<file path="config.mk">
export PLATFORM = sky130hd
export DESIGN_NAME = uab_apb_bridge
export DESIGN_NICKNAME = d
export VERILOG_FILES = /design/src/rtl/uab_pkg.sv /design/src/rtl/uab_frame_asm.sv /design/src/rtl/uab_apb_seq.sv /design/src/rtl/uab_ret_ser.sv /design/src/rtl/uab_apb_bridge.sv
export SDC_FILE = /design/constraint.sdc
export NUM_CORES = 1
export LEC_CHECK = 0
export BUFFER_PORTS_ARGS = -buffer_cell sky130_fd_sc_hd__buf_2
export CORE_ASPECT_RATIO = 1.2
export CORE_MARGIN = 4
export CORE_UTILIZATION = 59
export DETAILED_ROUTE_END_ITERATION = 12
export GPL_TIMING_DRIVEN = 0
export PLACE_DENSITY = 0.81
export SLEW_MARGIN = 20
export SYNTH_ARGS = -nofsm -noshare
export SYNTH_HDL_FRONTEND = slang
export SYNTH_HIERARCHICAL = 1
export SYNTH_SLANG_ARGS = --single-unit
</file>
<file path="constraint.sdc">
create_clock -name clk -period 5.4 [get_ports clk]
set_clock_uncertainty 0.1 [all_clocks]
set_input_delay 1.08 -clock clk [delete_from_list [all_inputs] [get_ports clk]]
set_output_delay 1.08 -clock clk [all_outputs]
set_load 0.005 [all_outputs]
</file>
<file path="src/rtl/uab_pkg.sv">
package uab_pkg;
   typedef enum logic [1:0] {
      ST_IDLE   = 2'd0,
      ST_SETUP  = 2'd1,
      ST_ACCESS = 2'd2
   } apb_st_e;
endpackage

</file>
<file path="src/rtl/uab_frame_asm.sv">
module uab_frame_asm #(
   parameter int BYTE_W    = 8,
   parameter int CMD_BITS  = 67,
   parameter int CMD_BYTES = 9
) (
   input  logic                clk,
   input  logic                rst_n,
   input  logic                accept,
   input  logic [BYTE_W-1:0]   rx_byte,
   input  logic                rx_valid,
   output logic [CMD_BITS-1:0] cmd_bits,
   output logic                cmd_vld
);
   localparam int CNT_W = $clog2(CMD_BYTES + 1);

   logic [CNT_W-1:0] cnt_q;
   logic             take;

   assign take = rx_valid && accept;

   always_ff @(posedge clk) begin
      if (!rst_n) begin
         cnt_q    <= '0;
         cmd_bits <= '0;
         cmd_vld  <= 1'b0;
      end else begin
         cmd_vld <= 1'b0;
         if (take) begin
            cmd_bits <= CMD_BITS'({cmd_bits, rx_byte});
            if (cnt_q == CNT_W'(CMD_BYTES - 1)) begin
               cnt_q   <= '0;
               cmd_vld <= 1'b1;
            end else begin
               cnt_q <= cnt_q + 1'b1;
            end
         end
      end
   end
endmodule

</file>
<file path="src/rtl/uab_apb_seq.sv">
module uab_apb_seq #(
   parameter int ADDR_W  = 32,
   parameter int DATA_W  = 32,
   parameter int SEL_W   = 2,
   parameter int NUM_SLV = 2
) (
   input  logic                      clk,
   input  logic                      rst_n,
   input  logic                      cmd_vld,
   input  logic [SEL_W-1:0]          cmd_sel,
   input  logic                      cmd_wr,
   input  logic [DATA_W-1:0]         cmd_data,
   input  logic [ADDR_W-1:0]         cmd_addr,
   input  logic [NUM_SLV-1:0]        pready_in,
   input  logic [NUM_SLV*DATA_W-1:0] prdata_in,
   output logic [ADDR_W-1:0]         paddr,
   output logic [DATA_W-1:0]         pwdata,
   output logic                      pwrite,
   output logic [NUM_SLV-1:0]        psel,
   output logic                      penable,
   output logic                      pslverr,
   output logic [ADDR_W-1:0]         rsp_addr,
   output logic                      done,
   output logic [DATA_W-1:0]         res_word,
   output logic                      idle
);
   import uab_pkg::*;

   apb_st_e           st_q;
   logic [SEL_W-1:0]  sel_q;
   logic              sel_ok;
   logic              rdy_mux;
   logic [DATA_W-1:0] rdata_mux;

   assign sel_ok = ({1'b0, cmd_sel} < (SEL_W + 1)'(NUM_SLV));

   // ready and read data come from the latched target only
   always_comb begin
      rdy_mux   = 1'b0;
      rdata_mux = '0;
      for (int k = 0; k < NUM_SLV; k++) begin
         if (sel_q == SEL_W'(k)) begin
            rdy_mux   = pready_in[k];
            rdata_mux = prdata_in[k*DATA_W +: DATA_W];
         end
      end
   end

   generate
      for (genvar g = 0; g < NUM_SLV; g++) begin : g_psel
         assign psel[g] = (st_q != ST_IDLE) && (sel_q == SEL_W'(g));
      end
   endgenerate

   assign penable  = (st_q == ST_ACCESS);
   assign idle     = (st_q == ST_IDLE);
   assign done     = (idle && cmd_vld && !sel_ok) || (penable && rdy_mux);
   assign res_word = penable ? (pwrite ? pwdata : rdata_mux) : '0;

   always_ff @(posedge clk) begin
      if (!rst_n) begin
         st_q     <= ST_IDLE;
         sel_q    <= '0;
         paddr    <= '0;
         pwdata   <= '0;
         pwrite   <= 1'b0;
         pslverr  <= 1'b0;
         rsp_addr <= '0;
      end else begin
         case (st_q)
            ST_IDLE: begin
               if (cmd_vld) begin
                  sel_q  <= cmd_sel;
                  paddr  <= cmd_addr;
                  pwdata <= cmd_data;
                  pwrite <= cmd_wr;
                  if (sel_ok) begin
                     st_q <= ST_SETUP;
                  end else begin
                     pslverr  <= 1'b1;
                     rsp_addr <= cmd_addr;
                  end
               end
            end
            ST_SETUP: st_q <= ST_ACCESS;
            ST_ACCESS: begin
               if (rdy_mux) begin
                  st_q     <= ST_IDLE;
                  pslverr  <= 1'b0;
                  rsp_addr <= paddr;
               end
            end
            default: st_q <= ST_IDLE;
         endcase
      end
   end
endmodule

</file>
<file path="src/rtl/uab_ret_ser.sv">
module uab_ret_ser #(
   parameter int DATA_W = 32,
   parameter int BYTE_W = 8
) (
   input  logic              clk,
   input  logic              rst_n,
   input  logic              load,
   input  logic [DATA_W-1:0] word,
   input  logic              tx_busy,
   output logic [BYTE_W-1:0] tx_byte,
   output logic              tx_valid,
   output logic              active
);
   localparam int NBYTES = DATA_W / BYTE_W;
   localparam int CNT_W  = $clog2(NBYTES + 1);

   logic [DATA_W-1:0] sh_q;
   logic [CNT_W-1:0]  left_q;

   assign active   = (left_q != '0);
   assign tx_valid = active && !tx_busy;
   assign tx_byte  = sh_q[DATA_W-1 -: BYTE_W];

   always_ff @(posedge clk) begin
      if (!rst_n) begin
         sh_q   <= '0;
         left_q <= '0;
      end else if (load) begin
         sh_q   <= word;
         left_q <= CNT_W'(NBYTES);
      end else if (tx_valid) begin
         sh_q   <= sh_q << BYTE_W;
         left_q <= left_q - 1'b1;
      end
   end
endmodule

</file>
<file path="src/rtl/uab_apb_bridge.sv">
module uab_apb_bridge #(
   parameter int ADDR_W  = 32,
   parameter int DATA_W  = 32,
   parameter int SEL_W   = 2,
   parameter int NUM_SLV = 2,
   parameter int BYTE_W  = 8
) (
   input  logic                      clk,
   input  logic                      rst_n,
   input  logic [BYTE_W-1:0]         rx_byte,
   input  logic                      rx_valid,
   output logic [ADDR_W-1:0]         paddr,
   output logic [DATA_W-1:0]         pwdata,
   output logic                      pwrite,
   output logic [NUM_SLV-1:0]        psel,
   output logic                      penable,
   input  logic [NUM_SLV-1:0]        pready_in,
   input  logic [NUM_SLV*DATA_W-1:0] prdata_in,
   output logic                      pslverr,
   output logic [ADDR_W-1:0]         rsp_addr,
   output logic [BYTE_W-1:0]         tx_byte,
   output logic                      tx_valid,
   input  logic                      tx_busy
);
   localparam int CMD_BITS  = SEL_W + 1 + DATA_W + ADDR_W;
   localparam int CMD_BYTES = (CMD_BITS + BYTE_W - 1) / BYTE_W;

   generate
      if (DATA_W % BYTE_W != 0) begin : g_bad_width
         $error("DATA_W must be a whole number of bytes");
      end
      if (NUM_SLV < 2 || NUM_SLV > (1 << SEL_W)) begin : g_bad_slaves
         $error("NUM_SLV must be between 2 and 2**SEL_W");
      end
   endgenerate

   logic [CMD_BITS-1:0] cmd_bits;
   logic                cmd_vld;
   logic                seq_done;
   logic                seq_idle;
   logic                ser_active;
   logic [DATA_W-1:0]   res_word;
   logic                accept;

   // one command in flight: frame intake closes until the reply is out
   assign accept = !cmd_vld && seq_idle && !ser_active;

   uab_frame_asm #(
      .BYTE_W   (BYTE_W),
      .CMD_BITS (CMD_BITS),
      .CMD_BYTES(CMD_BYTES)
   ) u_asm (
      .clk     (clk),
      .rst_n   (rst_n),
      .accept  (accept),
      .rx_byte (rx_byte),
      .rx_valid(rx_valid),
      .cmd_bits(cmd_bits),
      .cmd_vld (cmd_vld)
   );

   uab_apb_seq #(
      .ADDR_W (ADDR_W),
      .DATA_W (DATA_W),
      .SEL_W  (SEL_W),
      .NUM_SLV(NUM_SLV)
   ) u_seq (
      .clk      (clk),
      .rst_n    (rst_n),
      .cmd_vld  (cmd_vld),
      .cmd_sel  (cmd_bits[CMD_BITS-1 -: SEL_W]),
      .cmd_wr   (cmd_bits[ADDR_W+DATA_W]),
      .cmd_data (cmd_bits[ADDR_W +: DATA_W]),
      .cmd_addr (cmd_bits[ADDR_W-1:0]),
      .pready_in(pready_in),
      .prdata_in(prdata_in),
      .paddr    (paddr),
      .pwdata   (pwdata),
      .pwrite   (pwrite),
      .psel     (psel),
      .penable  (penable),
      .pslverr  (pslverr),
      .rsp_addr (rsp_addr),
      .done     (seq_done),
      .res_word (res_word),
      .idle     (seq_idle)
   );

   uab_ret_ser #(
      .DATA_W(DATA_W),
      .BYTE_W(BYTE_W)
   ) u_ser (
      .clk     (clk),
      .rst_n   (rst_n),
      .load    (seq_done),
      .word    (res_word),
      .tx_busy (tx_busy),
      .tx_byte (tx_byte),
      .tx_valid(tx_valid),
      .active  (ser_active)
   );
endmodule

</file>
; Yosys cells after proc, flatten, opt, wreduce, memory -nomap -nowiden
; Index checks and enable logic that the tools add are counted.
[op_classes]
magnitude_cmp = 1
eq_ne = 8
bitwise_logic = 1
n_mux = 24
n_reduce_logical = 25
addsub = 2
[ops]
columns = cell, n
row1 = $mux 32, 9
row2 = $pmux 32 s2, 1
row3 = $logic_and 1x1->1, 9
row4 = $mux 1, 6
row5 = $mux 2, 3
row6 = $mux 3, 2
row7 = $pmux 2 s3, 1
row8 = $reduce_bool 2->1, 3
row9 = $add 4x1->4 const B, 1
row10 = $eq 2x1->1 const B, 2
row11 = $eq 4x4->1 const B, 1
row12 = $logic_not 1->1, 4
row13 = $logic_not 2->1, 2
row14 = $mux 4, 1
row15 = $ne 2x1->1 const B, 2
row16 = $ne 2x2->1 const B, 2
row17 = $reduce_and 2->1, 2
row18 = $reduce_and 4->1, 1
row19 = $reduce_and 3->1, 1
row20 = $reduce_bool 3->1, 1
row21 = $sub 3x1->3 const B, 1
row22 = $eq 2x2->1 const B, 1
row23 = $lt 2x2->1 const B, 1
row24 = $pmux 1 s2, 1
row25 = other kinds (3), 3
[totals]
regBits = 209
word_cells = 74
out_inout_bits = 110
input_bits = 78

; Logic depth before layout (Yosys ltp)
[depth]
depth_word = 6
mapped_depth = 11
ltp_nobuf = 8

; Cells and area by module
; The synthesis kept the hierarchy.
[modules_own_cells]
columns = mod, instances, seq_area_each_um2, cells_per_inst, area_each_um2
row1 = uab_apb_seq, 1, 2042.0, 572, 4986.0
row2 = uab_frame_asm, 1, 1441.4, 320, 2533.7
row3 = uab_ret_ser, 1, 700.7, 196, 1555.2
row4 = uab_apb_bridge, 1, 0.0, 1, 12.5

; Least setup slack after synthesis
; No wires, ideal clock.
[synth_timing]
path_type = input-to-output
start = input tx_busy
end = output tx_valid
setup_slack_ns = 2.644
path_stages = 4
path_buffers = 2
t_arrival_ns = 1.576
required_time_ns = 4.220
path_cell_list = or2_1 > buf_6 > clkinv_8 > buf_6
[synth_via]
elab_chain_cells = 2
[synth_rtl]
columns = element, line_no
row1 = "start, declared", uab_apb_bridge.sv:23  ; input logic tx_busy
row2 = $logic_not 1->1, uab_ret_ser.sv:21  ; assign tx_valid = active && !tx_busy;
row3 = $logic_and 1x1->1, uab_ret_ser.sv:21
row4 = "end, declared", uab_apb_bridge.sv:22  ; output logic tx_valid,
; No other way between the ends.

; Worst setup path in the final report
[layout_timing]
start = register u_seq.st_q[0]
end = output penable
[layout_via]
elab_chain_cells = 1
[layout_rtl]
columns = element, line_no
row1 = "start, declared", uab_apb_seq.sv:29  ; apb_st_e st_q;
row2 = "start signal, assigned", uab_apb_seq.sv:62  ; st_q <= ST_IDLE;
row3 = "start signal, assigned", uab_apb_seq.sv:78  ; st_q <= ST_SETUP;
row4 = "start signal, assigned", uab_apb_seq.sv:85  ; ST_SETUP: st_q <= ST_ACCESS;
row5 = $eq 2x2->1, uab_apb_seq.sv:55  ; assign penable = (st_q == ST_ACCESS);
row6 = "end, declared", uab_apb_bridge.sv:16  ; output logic penable,
; No other way between the ends.

==> results_dict.tcl <==
set metrics [dict create \
    status "complete, no violations" \
    io_buffers 187 \
    multiInputGateArea_um2 4260 \
    wl_mm 25.6 \
    min_from "u_asm/cmd_bits[59]" \
    hold_path_end "u_seq/pwdata[27]" \
    core_um2 15000 \
    root_buffer "clkbuf_16" \
    cts.sinks 209 \
    synth.area.top_cells "dfxtp_1, nand2_1, a21oi_1" \
    drtIter0Drc 639 \
    layout-area-overhead-vs-synth_pct 19.8 \
    synth-seq-cells 209 \
    maxSlewViolCount 0 \
    relSlewSlack_pct 49.3 \
    avgSynthCellArea_um2 8.34 \
    hold_ws_ns 0.359 \
    ys_seq_area_share_pct 46.0 \
    synth_top_cell_by_area "dfxtp_1" \
    min_period_ns 3.21 \
    r2r_end "u_ser/sh_q[23]" \
    firstDrtPassIters 5 \
    hold_violations 0 \
    die_h_um 144 \
    critPathArrivalTime_ns 2.03 \
    cts_tree "built" \
    n_fill_cell 1175 \
    p_leak_uw 0.00443 \
    ys_warn_count 6 \
    grt_pass1_wl_mm 39.4 \
    die_area_um2 17500 \
    nets 1380 \
    finalCritPeriodShare_pct 59.4 \
    placed_area_um2 10300 \
    setup.worst_path.start_class "flop" \
    cap_viol_max_count 0 \
    synth_cell_types 44 \
    p_per_area_nw_per_um2 322 \
    dpl.hpwl_mm 18.9 \
    syn_nets 1171 \
    required_ns 4.22 \
    drc_errors 0 \
    reg2reg_depth 8 \
    vias 8461 \
    worst_pin_slew_ns 0.761 \
    rows 49 \
    antenna_found_initial 0 \
    r2r_slack_ns 2.61 \
    end_kind "primary output" \
    hold_depth 2 \
    postLayoutCellArea_um2 10900 \
    grtUsageTotal_pct 27.8 \
    cts_resized 0 \
    synth_edf_count 0 \
    rsz0062_at_grt "no" \
    ir_drop_uv 224 \
    max_freq_mhz 312 \
    wl_per_cell_um 16.9 \
    fp.dieW_um 121 \
    synth_flop_cell "dfxtp_1" \
    ys_async_sr_fraction_pct 0 \
    layout-drive-gt1-share_pct 26.3 \
    cts_hold_buf 0 \
    cts.clk_slew.worst_paths_ns 0.06 \
    postCtsSetupRepairBufs 0 \
    cts.htree.levels 1 \
    io_pins 188 \
    place_congestion 0.926 \
    finalSetupTns_ns 0 \
    syn_area_um2 9090 \
    crit_fanout 10 \
    antennaDiodeCount 0 \
    ant_nets 0 \
    seq_area_um2 4180 \
    grt_pass1_vias 7994 \
    gr-total-overflow 0 \
    setup_viol 0 \
    synth_top_area_share_pct 46.0 \
    crit_type "reg -> out" \
    via_per_inst 5.59 \
    syn-instance-count 1089 \
    grt_max_degree 15 \
    finalCoreUtilization_pct 72.5 \
    clk-insertion-delay-late_ns 0.49 \
    r2r-start "u_seq/st_q[1]" \
    initial_core_util_pct 60.5 \
    clockBufferDepth 3 \
    cts_buffers 20 \
    hold_class "reg -> reg" \
]
[power breakdown]
| group | switching, uW | leakage [uW] | internal, uW | total (uW) |
|---|---|---|---|---|
| clock | 558 | 0.000298 | 754 | 1310 |
| combinational | 381 | 0.00245 | 193 | 574 |
| sequential | 39.4 | 0.00168 | 1580 | 1620 |
| total | 978 | 0.00443 | 2530 | 3500 |
[cell usage in the layout, fill, tap and decap left out, types with 2 or more instances in the layout]
cell type,Yosys,layout
nand2_1,328,328
buf_2,35,222
dfxtp_1,209,209
a21oi_1,147,147
clkbuf_1,41,49
nor2_1,37,37
a211oi_1,35,35
mux2_2,32,32
a22oi_1,32,32
mux2i_1,32,32
a211oi_2,30,30
a31oi_1,25,25
o21ai_0,24,24
clkbuf_16,0,21
buf_4,12,12
nand3_1,11,11
buf_6,10,10
inv_1,9,9
ha_1,4,4
clkbuf_8,0,3
buf_1,3,3
nand2b_1,3,3
clkinv_2,0,2
inv_2,2,2
or3_1,2,2
nor3_1,2,2
nor3b_1,2,2
a21o_1,2,2
clkbuf_4,2,2
[kinds of logic (layout without fill, tap and decap cells)]
group           Yosys count  after routing  share of synthesized area, %
simple gates            395            395                          17.3
xor+xnor                  1              1                        0.0964
mux                      65             65                          7.66
buf+inv                 117            338                          7.04
flops                   209            209                          46.0
compound gates          298            298                          21.3
fa+ha+maj                 4              4                         0.551
[per-stage QoR]
step | power [uW] | std cells | setup WS (ns)
after detailed placement | 2220 | 1480 | 2.18
final | 3500 | 1514 | 2.19
after floorplan | 2050 | 1089 | 2.64
after CTS | 3520 | 1514 | 2.20
after global placement | 2210 | 1480 | 2.17
after global routing | 3650 | 1514 | 2.10
[sequential cells by signal (all words and copies together) (netlist names)]
register,flops
u_ser/left_q,3
u_asm/cmd_bits,67
u_seq/rsp_addr,32
u_seq/paddr,32
u_seq/pwrite,1
u_ser/sh_q,32
u_seq/sel_q,2
u_seq/pwdata,32
u_asm/cnt_q,4
u_seq/st_q,2
u_asm/cmd_vld,1
u_seq/pslverr,1
[how the worst max path moves through the flow]
stage / start / endpoint / slack (ns) / cells after the start
after global routing: u_seq/st_q[0] / penable / 2.10 / 7
after detailed placement: pready_in[0] / u_ser/sh_q[24] / 2.18 / 9
after CTS: u_seq/st_q[0] / penable / 2.20 / 7
final: u_seq/st_q[0] / penable / 2.19 / 7
after floorplan: tx_busy / tx_valid / 2.64 / 4
after global placement: pready_in[0] / u_ser/sh_q[24] / 2.17 / 9
[per-layer routing]
| layer | wire length (um) | share of wire [%] | track usage [%] |
|---|---|---|---|
| met5 | 0 | 0 | 0 |
| met4 | 658 | 2.6 | 9.20 |
| met3 | 1750 | 6.8 | 4.57 |
| met2 | 13000 | 51 | 50.7 |
| met1 | 10200 | 40 | 33.2 |
[layout make-up]
type / count / area share [%]
clock inverter: 2 / 0.0920
clock buffer: 32 / 5.48
tap: 204 / 2.34
inverter: 13 / 0.563
buffer: 104 / 5.31
timing repair buffer: 187 / 8.60
multi-input combinational: 763 / 39.2
sequential: 209 / 38.4
[cells in the mapped netlist (2+ instances only)]
cell and number:
a22oi_1 32, buf_6 10, a21oi_1 147, nand2_1 328, inv_2 2, o21ai_0 24
inv_1 9, nor3b_1 2, dfxtp_1 209, nor2_1 37, buf_4 12, a211oi_1 35
a21o_1 2, mux2_2 32, buf_1 3, ha_1 4, clkbuf_4 2, nor3_1 2
a211oi_2 30, nand2b_1 3, clkbuf_1 41, buf_2 35, mux2i_1 32, nand3_1 11
or3_1 2, a31oi_1 25
[worst max-delay path, cell delays in order, from the launching register on]
cell and delay, ns:
dfxtp_1 0.49, nand2b_1 0.15, buf_2 0.13, buf_6 0.18
buf_6 0.20, buf_2 0.23, inv_2 0.03, buf_2 0.12
No activity file was read; power rests on OpenSTA's default activity.
